File: config.mk
export PLATFORM = sky130hd
export DESIGN_NAME = i2c_rra_seq
export DESIGN_NICKNAME = d
export VERILOG_FILES = /design/src/rtl/i2c_rra_pkg.sv /design/src/rtl/i2c_rra_addr.sv /design/src/rtl/i2c_rra_retry.sv /design/src/rtl/i2c_rra_fsm.sv /design/src/rtl/i2c_rra_seq.sv
export SDC_FILE = /design/constraint.sdc
export NUM_CORES = 1
export LEC_CHECK = 0
export BUFFER_PORTS_ARGS = -buffer_cell sky130_fd_sc_hd__clkbuf_2
export CAP_MARGIN = 10
export CORE_MARGIN = 2
export CORE_UTILIZATION = 53
export CTS_CLUSTER_SIZE = 16
export DETAILED_ROUTE_END_ITERATION = 10
export PLACE_DENSITY = 0.87
export SETUP_SLACK_MARGIN = 0.5
export SYNTH_ARGS = -nofsm -noshare
export SYNTH_HDL_FRONTEND = slang
export SYNTH_SLANG_ARGS = --single-unit
File: constraint.sdc
create_clock -name clk -period 2.18 [get_ports clk]
set_input_delay 0.436 -clock clk [delete_from_list [all_inputs] [get_ports clk]]
set_output_delay 0.436 -clock clk [all_outputs]
set_load 0.1 [all_outputs]
File: src/rtl/i2c_rra_pkg.sv
package i2c_rra_pkg;

    // Commands issued to the byte engine
    typedef enum logic [2:0] {
        CMD_START      = 3'd0,
        CMD_RSTART     = 3'd1,
        CMD_TX         = 3'd2,
        CMD_RX_NACK    = 3'd3,
        CMD_STOP       = 3'd4,
        CMD_STOP_START = 3'd5
    } cmd_e;

    // Events reported by the byte engine; codes 10..15 are unexpected
    typedef enum logic [3:0] {
        EV_START_DONE  = 4'd0,
        EV_RSTART_DONE = 4'd1,
        EV_AW_ACK      = 4'd2,
        EV_AW_NACK     = 4'd3,
        EV_TXD_ACK     = 4'd4,
        EV_TXD_NACK    = 4'd5,
        EV_ARB_LOST    = 4'd6,
        EV_AR_ACK      = 4'd7,
        EV_AR_NACK     = 4'd8,
        EV_RXD_NACK    = 4'd9
    } evt_e;

    // Which transmitted byte the next TXD_ACK / address ACK refers to
    typedef enum logic [1:0] {
        STG_ADDR = 2'd0,
        STG_REG  = 2'd1,
        STG_DATA = 2'd2,
        STG_READ = 2'd3
    } stage_e;

endpackage

File: src/rtl/i2c_rra_addr.sv
module i2c_rra_addr #(
    parameter int DEV_W  = 7,
    parameter int BYTE_W = 8
) (
    input  logic [DEV_W-1:0]  dev,
    output logic [BYTE_W-1:0] addr_wr,
    output logic [BYTE_W-1:0] addr_rd
);
    localparam int PAD_W = BYTE_W - DEV_W - 1;

    // Device address occupies the upper bits, direction flag the LSB
    generate
        if (PAD_W > 0) begin : g_pad
            assign addr_wr = {{PAD_W{1'b0}}, dev, 1'b0};
            assign addr_rd = {{PAD_W{1'b0}}, dev, 1'b1};
        end else begin : g_nopad
            assign addr_wr = {dev, 1'b0};
            assign addr_rd = {dev, 1'b1};
        end
    endgenerate
endmodule

File: src/rtl/i2c_rra_retry.sv
module i2c_rra_retry #(
    parameter int MAX_RETRY = 3
) (
    input  logic clk,
    input  logic rst_n,
    input  logic clr,
    input  logic inc,
    output logic at_limit
);
    localparam int CNT_W = $clog2(MAX_RETRY + 2);

    logic [CNT_W-1:0] cnt_d, cnt_q;

    always_comb begin
        cnt_d = cnt_q;
        if (clr)
            cnt_d = '0;
        else if (inc && !at_limit)
            cnt_d = cnt_q + 1'b1;
    end

    always_ff @(posedge clk or negedge rst_n) begin
        if (!rst_n) cnt_q <= '0;
        else        cnt_q <= cnt_d;
    end

    assign at_limit = (cnt_q == CNT_W'(MAX_RETRY));

    // the retry count never passes the configured cap
    assert_retry_bound_R9: assert property (@(posedge clk) disable iff (!rst_n)
        cnt_q <= CNT_W'(MAX_RETRY));
endmodule

File: src/rtl/i2c_rra_fsm.sv
module i2c_rra_fsm
    import i2c_rra_pkg::*;
#(
    parameter int DEV_W  = 7,
    parameter int BYTE_W = 8,
    parameter int EVT_W  = 4
) (
    input  logic              clk,
    input  logic              rst_n,
    input  logic              req_valid,
    input  logic              req_rd,
    input  logic [DEV_W-1:0]  req_dev,
    input  logic [BYTE_W-1:0] req_reg,
    input  logic [BYTE_W-1:0] req_wdata,
    input  logic              evt_valid,
    input  logic [EVT_W-1:0]  evt,
    input  logic [BYTE_W-1:0] rx_byte,
    input  logic [BYTE_W-1:0] addr_wr,
    input  logic [BYTE_W-1:0] addr_rd,
    input  logic              retry_at_limit,
    output logic              retry_clr,
    output logic              retry_inc,
    output logic [DEV_W-1:0]  cur_dev,
    output logic              busy,
    output logic              done,
    output logic              err,
    output logic [BYTE_W-1:0] rdata,
    output logic              cmd_valid,
    output logic [2:0]        cmd,
    output logic [BYTE_W-1:0] tx_byte
);
    typedef struct packed {
        logic              busy;
        logic              rd;
        logic [DEV_W-1:0]  dev;
        logic [BYTE_W-1:0] reg_a;
        logic [BYTE_W-1:0] wdata;
        stage_e            stage;
        logic              cmd_v;
        cmd_e              cmd;
        logic [BYTE_W-1:0] tx;
        logic              done;
        logic              err;
        logic [BYTE_W-1:0] rdata;
    } st_t;

    st_t st_d, st_q;

    always_comb begin
        st_d      = st_q;
        st_d.cmd_v = 1'b0;
        st_d.done  = 1'b0;
        retry_clr  = 1'b0;
        retry_inc  = 1'b0;

        if (!st_q.busy) begin
            if (req_valid) begin
                st_d.busy  = 1'b1;
                st_d.rd    = req_rd;
                st_d.dev   = req_dev;
                st_d.reg_a = req_reg;
                st_d.wdata = req_wdata;
                st_d.err   = 1'b0;
                st_d.stage = STG_ADDR;
                st_d.cmd_v = 1'b1;
                st_d.cmd   = CMD_START;
                retry_clr  = 1'b1;
            end
        end else if (evt_valid) begin
            st_d.cmd_v = 1'b1;
            case (evt_e'(evt))
                EV_START_DONE: begin
                    st_d.cmd   = CMD_TX;
                    st_d.tx    = addr_wr;
                    st_d.stage = STG_ADDR;
                end
                EV_RSTART_DONE: begin
                    st_d.cmd   = CMD_TX;
                    st_d.tx    = addr_rd;
                    st_d.stage = STG_READ;
                end
                EV_AW_ACK: begin
                    st_d.cmd   = CMD_TX;
                    st_d.tx    = st_q.reg_a;
                    st_d.stage = STG_REG;
                end
                EV_TXD_ACK: begin
                    if (st_q.stage == STG_REG && st_q.rd) begin
                        st_d.cmd = CMD_RSTART;
                    end else if (st_q.stage == STG_REG) begin
                        st_d.cmd   = CMD_TX;
                        st_d.tx    = st_q.wdata;
                        st_d.stage = STG_DATA;
                    end else begin
                        st_d.cmd  = CMD_STOP;
                        st_d.busy = 1'b0;
                        st_d.done = 1'b1;
                        st_d.err  = (st_q.stage != STG_DATA);
                    end
                end
                EV_AW_NACK, EV_TXD_NACK, EV_ARB_LOST: begin
                    if (retry_at_limit) begin
                        st_d.cmd  = CMD_STOP;
                        st_d.busy = 1'b0;
                        st_d.done = 1'b1;
                        st_d.err  = 1'b1;
                    end else begin
                        st_d.cmd  = CMD_STOP_START;
                        retry_inc = 1'b1;
                    end
                end
                EV_AR_ACK: begin
                    st_d.cmd = CMD_RX_NACK;
                end
                EV_AR_NACK: begin
                    if (retry_at_limit) begin
                        st_d.cmd  = CMD_STOP;
                        st_d.busy = 1'b0;
                        st_d.done = 1'b1;
                        st_d.err  = 1'b1;
                    end else begin
                        st_d.cmd  = CMD_RSTART;
                        retry_inc = 1'b1;
                    end
                end
                EV_RXD_NACK: begin
                    st_d.rdata = rx_byte;
                    st_d.cmd   = CMD_STOP;
                    st_d.busy  = 1'b0;
                    st_d.done  = 1'b1;
                end
                default: begin
                    st_d.cmd  = CMD_STOP;
                    st_d.busy = 1'b0;
                    st_d.done = 1'b1;
                    st_d.err  = 1'b1;
                end
            endcase
        end
    end

    always_ff @(posedge clk or negedge rst_n) begin
        if (!rst_n) begin
            st_q <= '{busy: 1'b0, rd: 1'b0, dev: '0, reg_a: '0, wdata: '0,
                      stage: STG_ADDR, cmd_v: 1'b0, cmd: CMD_START, tx: '0,
                      done: 1'b0, err: 1'b0, rdata: '0};
        end else begin
            st_q <= st_d;
        end
    end

    assign cur_dev   = st_q.dev;
    assign busy      = st_q.busy;
    assign done      = st_q.done;
    assign err       = st_q.err;
    assign rdata     = st_q.rdata;
    assign cmd_valid = st_q.cmd_v;
    assign cmd       = st_q.cmd;
    assign tx_byte   = st_q.tx;

    // a command while idle is only ever the final STOP of a completion
    assert_stop_on_release_R4: assert property (@(posedge clk) disable iff (!rst_n)
        (st_q.cmd_v && !st_q.busy) |-> (st_q.done && st_q.cmd == CMD_STOP));

    // completion is a single-cycle pulse
    assert_done_pulse_R12: assert property (@(posedge clk) disable iff (!rst_n)
        st_q.done |=> !st_q.done);

    // latched request fields stay put while a transaction runs
    assert_req_held_R11: assert property (@(posedge clk) disable iff (!rst_n)
        (st_q.busy && !evt_valid) |=> ($stable(st_q.dev) && $stable(st_q.reg_a)
                                       && $stable(st_q.wdata) && $stable(st_q.rd)));

    // an address byte sent in the write phase carries direction 0
    assert_write_dir_R2: assert property (@(posedge clk) disable iff (!rst_n)
        (st_q.cmd_v && st_q.cmd == CMD_TX && st_q.stage == STG_ADDR) |-> !st_q.tx[0]);

    // an address byte sent after the repeated START carries direction 1
    assert_read_dir_R5: assert property (@(posedge clk) disable iff (!rst_n)
        (st_q.cmd_v && st_q.cmd == CMD_TX && st_q.stage == STG_READ) |-> st_q.tx[0]);

    // the error flag only rises together with completion
    assert_err_with_done_R9: assert property (@(posedge clk) disable iff (!rst_n)
        $rose(st_q.err) |-> st_q.done);
endmodule

File: src/rtl/i2c_rra_seq.sv
module i2c_rra_seq #(
    parameter int DEV_W     = 7,
    parameter int BYTE_W    = 8,
    parameter int EVT_W     = 4,
    parameter int MAX_RETRY = 3
) (
    input  logic              clk,
    input  logic              rst_n,
    input  logic              req_valid,
    input  logic              req_rd,
    input  logic [DEV_W-1:0]  req_dev,
    input  logic [BYTE_W-1:0] req_reg,
    input  logic [BYTE_W-1:0] req_wdata,
    output logic              busy,
    output logic              done,
    output logic              err,
    output logic [BYTE_W-1:0] rdata,
    output logic              eng_cmd_valid,
    output logic [2:0]        eng_cmd,
    output logic [BYTE_W-1:0] eng_tx_byte,
    input  logic              eng_evt_valid,
    input  logic [EVT_W-1:0]  eng_evt,
    input  logic [BYTE_W-1:0] eng_rx_byte
);
    logic [DEV_W-1:0]  cur_dev;
    logic [BYTE_W-1:0] addr_wr, addr_rd;
    logic              retry_clr, retry_inc, retry_at_limit;

    i2c_rra_addr #(.DEV_W(DEV_W), .BYTE_W(BYTE_W)) u_addr (
        .dev     (cur_dev),
        .addr_wr (addr_wr),
        .addr_rd (addr_rd)
    );

    i2c_rra_retry #(.MAX_RETRY(MAX_RETRY)) u_retry (
        .clk      (clk),
        .rst_n    (rst_n),
        .clr      (retry_clr),
        .inc      (retry_inc),
        .at_limit (retry_at_limit)
    );

    i2c_rra_fsm #(.DEV_W(DEV_W), .BYTE_W(BYTE_W), .EVT_W(EVT_W)) u_fsm (
        .clk            (clk),
        .rst_n          (rst_n),
        .req_valid      (req_valid),
        .req_rd         (req_rd),
        .req_dev        (req_dev),
        .req_reg        (req_reg),
        .req_wdata      (req_wdata),
        .evt_valid      (eng_evt_valid),
        .evt            (eng_evt),
        .rx_byte        (eng_rx_byte),
        .addr_wr        (addr_wr),
        .addr_rd        (addr_rd),
        .retry_at_limit (retry_at_limit),
        .retry_clr      (retry_clr),
        .retry_inc      (retry_inc),
        .cur_dev        (cur_dev),
        .busy           (busy),
        .done           (done),
        .err            (err),
        .rdata          (rdata),
        .cmd_valid      (eng_cmd_valid),
        .cmd            (eng_cmd),
        .tx_byte        (eng_tx_byte)
    );
endmodule

Word-level counts from Yosys, hierarchy flattened
Cells that the tools add are included.
{ "totals": {"mem_bits_ro": 0, "inputBits": 40, "memories": 0, "register_bits": 52, "ram_bits": 0, "latchBits": 0, "out_inout_bits": 23} }
{ "op_classes": {"magnitude_cmp": 0, "n_div": 0, "n_reduce_logical": 18, "mux": 35, "n_bitwise": 1, "n_addsub": 1, "shifts": 0, "n_eq_ne": 21, "mul": 0} }
{ "ops": {"columns": ["op", "n"], "rows": [
  ["$pmux W8 S4", 1],
  ["$mux W31", 1],
  ["$mux W24", 1],
  ["$eq A4 B3 Y1 const B", 4],
  ["$mux W8", 2],
  ["$mux W3", 5],
  ["$pmux W3 S5", 1],
  ["$mux W1", 14],
  ["$ne A3 B3 Y1 const B", 4],
  ["$mux W10", 1],
  ["$reduce_and A5 Y1", 2],
  ["$pmux W1 S3", 3],
  ["$eq A4 B2 Y1 const B", 2],
  ["$eq A4 B4 Y1 const B", 2],
  ["$mux W2", 4],
  ["$ne A2 B2 Y1 const B", 4],
  ["$pmux W2 S4", 1],
  ["$reduce_or A4 Y1", 2],
  ["$mux W6", 1],
  ["$reduce_and A6 Y1", 1],
  ["$reduce_or A3 Y1", 2],
  ["$ne A5 B5 Y1 const B", 1],
  ["$reduce_or A5 Y1", 1],
  ["$eq A4 B1 Y1 const B", 1],
  ["other kinds (12)", 15]
]} }

Depth between registers and ports, before layout
{ "logic_depth": {"depth_word": 8, "mapped_depth": 8, "mapped_depth_nobuf": 7} }

By module
A second synthesis with hierarchy kept.
{ "hier_totals": {"cells_unflattened": 298, "area_unflattened_um2": 2879.0} }
{ "modules_own_cells": {"columns": ["mod", "area_per_inst_um2", "instances", "cells_each", "seq_area_each_um2"], "rows": [
  ["i2c_rra_fsm", 2573.7, 1, 265, 1226.2],
  ["i2c_rra_retry", 177.7, 1, 15, 75.1],
  ["i2c_rra_addr", 127.6, 1, 18, 0.0]
]} }

Worst setup path after synthesis
No wires, ideal clock.
{ "synth_path": {"kind": "register -> register", "from": "register u_fsm.st_q, in the netlist u_fsm.busy", "to": "register u_retry.cnt_q[2]", "required_ns": 2.108, "path_stages_with_launch": 5, "n_path_buf": 0, "arrival_time_ns": 2.050, "slack_ns": 0.058, "path_cell_list": "dfrtp_1 > nand2_1 > a311oi_4 > mux2_1 > nor2_1"} }
{ "synth_between": {"elab_chain_len": 3, "elab_cells_between_ends": 5} }
{ "synth_rtl": {"columns": ["item", "line", "rtl"], "rows": [
  ["start: declaration", "i2c_rra_fsm.sv:47", "st_t st_d, st_q;"],
  ["start signal: assignment", "i2c_rra_fsm.sv:144", "st_q <= '{busy: 1'b0, rd: 1'b0, dev: '0, reg_a: '0, wdata: '0,"],
  ["start signal: assignment", "i2c_rra_fsm.sv:148", "st_q <= st_d;"],
  ["$mux W1", "i2c_rra_fsm.sv:56", "if (!st_q.busy) begin"],
  ["$logic_and A1 B1 Y1", "i2c_rra_retry.sv:18", "else if (inc && !at_limit)"],
  ["$reduce_bool A2 Y1 (no line)", null, null],
  ["end signal: assignment", "i2c_rra_retry.sv:24", "else cnt_q <= cnt_d;"],
  ["end: declaration", "i2c_rra_retry.sv:12", "logic [CNT_W-1:0] cnt_d, cnt_q;"]
]} }
Parallel ways exist; a longest one is shown, timed or not.
A chain may end at the register's enable or synchronous reset.

Worst setup path after layout
{ "layout_path": {"from": "register u_fsm.st_q[23] in the netlist's numbering", "to": "register u_fsm.st_q[23] in the netlist's numbering"} }
{ "layout_between": {"elab_chain_len": 4, "elab_cells_between_ends": 5} }
{ "layout_rtl": {"columns": ["item", "line", "rtl"], "rows": [
  ["$eq A2 B1 Y1 *", "i2c_rra_fsm.sv:88, i2c_rra_fsm.sv:90", null],
  ["$logic_and A1 B1 Y1", "i2c_rra_fsm.sv:88", "if (st_q.stage == STG_REG && st_q.rd) begin"],
  ["$ne A3 B3 Y1 (no line)", null, null],
  ["$reduce_and A5 Y1 (no line) *", null, null]
]} }
Every way passes the cells marked *; elsewhere a longest branch is shown, timed or not.

==> flow_summary.ini <==
[timing]
timing.fmax_mhz = 552
final.setup.worst_slack_ns = 0.368
timing.max_slew.rel_slack_pct = 50.6
setup_viol = 0
tightestPinTransition_ns = 0.736
min_period_over_period_pct = 83.1
timing_hold_violations_final = 0
clock-skew-final_ns = 0.00426
min_clock_period_post_route_ns = 1.81
drv_slew = 0
grt_setup_unrepaired = yes
fin_tns_setup_ns = 0

[outcome]
status = complete, no violations

[worst_setup_path]
critPathLaunchType = register
path_cells = inv_2 > ha_4 > or3b_4 > a21oi_4 > o211ai_4 > buf_6 > nand3_4 > o41ai_4
path_max_fanout = 5
worst_setup_path_end_kind = register
worst_ep_required_time_ns = 2.36
cpMaxStageDelayCell = dfrtp_1
path_buf_inv = 2
timing_worst_setup_path_type = reg -> reg
worst_path_dominant_cell_family = simple AND/OR/NAND/NOR gates
cp.arrival_ns = 1.99
longest_individual_stage_delay_on_the_worst_path_ns = 0.42

[layout]
design.final.nets = 375
area.growth.synth_to_final_pct = 20.8
multiInputGateArea_sq_mm = 0.00118
register_area_sq_mm = 0.00131
count_of_filler_cells_inserted_in_the_layout = 353
final_cell_area_sq_mm = 0.00316
antennaDiodeCount = 0
drive_above_1_share_pct = 33.3

[synth]
ys.flop_type = dfrtp_1
synth_enable_flop_cells = 0
synth_most_common_cell = nand2_1
yosys.area.top_type = dfrtp_1
synth.yosys.seq_area_share_pct = 49.8
synth_top_cells_by_count = 91 x nand2_1, 52 x dfrtp_1, 19 x buf_4
postSynthNetCount = 323
synthTopCellsByArea = dfrtp_1 50%, nand2_1 13%, buf_4 5.5%
async_flop_share_pct = 100
synthDistinctLibCells = 37
synth_compound_gate_area_share_pct = 13.6
synth_top_family_by_area = simple AND/OR/NAND/NOR gates
synth-xor-area-share_pct = 1.34
synth_area_sq_mm = 0.00261
register_bit_total_from_synthesis = 52
adder_cell_area_share_of_the_yosys_netlist_pct = 1.82
synthesis.instances = 280
synth_area_per_cell_sq_um = 9.33
yosys.area.top_type_share_pct = 49.8
synthMuxAreaShare_pct = 5.08
synth.yosys.warnings = 0
synth-simple-area-share_pct = 19.9

[placement]
globalplace.congestion = 0.855
buffer_ports.inserted = 62
placed_cell_area_sq_mm = 0.00289
dp_hpwl_um = 4000
dp_worst_setup_slack_ns = 0.194

[clocking]
worst_path_clk_slew_ns = 0.10
tritoncts_num_sinks = 52
worst_skew_pair.late_latency_ns = 0.30
tritoncts = done
cts_root_buffer = clkbuf_8
htree_num_levels = 2
post_cts_hold_buffer_count = 0
tritoncts.num_buffers = 5
clock_tree.buffer_depth = 2

[pwr]
power.switching_fraction_pct = 47.2
seq_power_share_pct = 37.9
logic_pwr_share_pct = 43.5
leakagePower_nw = 1.59
intPower_mw = 1.98
switching_power_mw = 1.77
irDropWorstVdd_v = 0.000538
power.density_mw_per_mm2 = 1190
clock_share_of_power_pct = 18.6

[route]
drt.antenna.violating_nets = 0
wl_um = 6090
via_per_inst = 5.37
dr_total_vias = 2147
wl_per_cell_um = 15.2
first_pass_iters = 7
drt_drc_violations_left = 0
drt_first_iter_violations = 223

[die]
floorplan.initialDensity_pct = 55.3
placementRows = 25
chipHeight_um = 74.2
core-area_sq_mm = 0.00472
area_enclosed_by_the_die_boundary_sq_mm = 0.00551
io_pins = 63
die_width_um = 74.2

[grt]
grt_antenna_before_repair = 0
busiest_layer = met2
grtUsageMet3_pct = 3.93
grt_pass1_wl_um = 9870
via_count_of_the_first_global_routing_pass = 2022
all_layer_gr_usage_pct = 23.7
gr-usage-met2_pct = 36.6
largest_net_degree_at_the_start_of_global_routing = 32
grt.met1_usage_pct = 33.3
grt-ovfl-total = 0

[run]
maxCapViolations = 0

[min_path]
hp-class = in -> async
[worst register-to-register path: cells and delay by family, from the launching register on]
family                   cells  cell delay [ns]
buffers and inverters        2             0.28
adder cells (fa/ha/maj)      1             0.13
AND/OR/NAND/NOR              2             0.45
AO/OA/AOI/OAI                3             0.42
flip-flops                   1             0.42
[power groups by stage]
| stage | registers (mW) | clock network [mW] | logic (mW) |
|---|---|---|---|
| finish | 1.42 | 0.699 | 1.64 |
| global route | 1.45 | 0.742 | 1.74 |
| CTS | 1.41 | 0.705 | 1.60 |
| detailed placement | 1.43 | 0 | 1.56 |
| global placement | 1.42 | 0 | 1.54 |
| floorplan | 1.47 | 0 | 1.36 |
[layout by cell type, fill, tap and decap left out, types with 2 or more instances in the layout]
master	n
a21oi_1	7
a222oi_1	7
a22o_1	7
and2_1	2
buf_2	3
buf_4	13
clkbuf_2	60
clkbuf_8	6
dfrtp_1	51
ha_4	2
inv_1	4
mux2_2	9
mux2i_1	2
nand2_1	90
nand2b_1	2
nor2_1	13
nor2b_1	2
nor3_1	3
o21ai_0	9
o21ai_1	6
o22ai_1	2
xnor2_1	4
[stage by stage]
stage	util, %	hold WS [ns]	power [mW]	instances
2_1_floorplan	-	0.140	2.83	280
3_3_place_gp	61.1	0.453	2.95	384
3_5_place_dp	61.1	0.464	2.99	384
4_1_cts	65.6	0.135	3.71	397
5_1_grt	66.8	0.145	3.93	400
6_report	66.8	0.107	3.76	400
[cells by family (layout without fill, tap and decap cells)]
logic type                 Yosys count  after routing
and+or+nand+nor                    122            122
DFF                                 52             52
xor gates and xnor gates             4              4
muxes                               12             12
adders and majority gates            4              4
AOI/OAI and AO/OA                   48             48
buffers and inverters               38             91
[timing repair]
| item | 4_1_cts | 5_1_grt |
|---|---|---|
| buffers inserted | 3 | 3 |
| cloned | 2 | 0 |
| pin swaps | 4 | 3 |
| gates resized for setup | 10 | 15 |
| endpoints found under the setup margin | 11 | 25 |
[routing by layer]
metal / up-vias / routed length (um)
li1: 1030 / -
met1: 993 / 2660
met2: 105 / 2860
met3: 19 / 400
met4: 0 / 172
met5: - / 0
[sequential cells by signal (all words and copies together), names as in the netlist]
name / count
u_fsm.rdata: 8
u_fsm.cmd_valid: 1
u_fsm.st_q: 19
u_fsm.cur_dev: 7
u_fsm.err: 1
u_fsm.cmd: 3
u_retry.cnt_q: 3
u_fsm.busy: 1
u_fsm.done: 1
u_fsm.tx_byte: 8
[area by class of cell]
type	count	area share, %
well taps	67	2.66
clock inverters	2	1.23
multi-input cells	190	37.5
flip-flops and latches	52	41.4
repair buffers	78	14.1
clock buffers	6	2.62
inverters	5	0.595
[worst paths after layout]
path,startpoint,endpoint,slack [ns],cells after the start
max,u_fsm.st_q[23],u_fsm.st_q[23],0.37,8
min,rst_n,u_fsm.cmd[1],0.11,1
max reg2reg,u_fsm.st_q[23],u_fsm.st_q[23],0.37,8
min reg2reg,u_fsm.cmd[2],u_fsm.cmd[2],0.49,2
max in group asynchronous,rst_n,u_fsm.tx_byte[1],1.52,2
min in group clk,req_wdata[0],u_fsm.st_q[24],0.32,3
(Power assumes the default switching activity.)
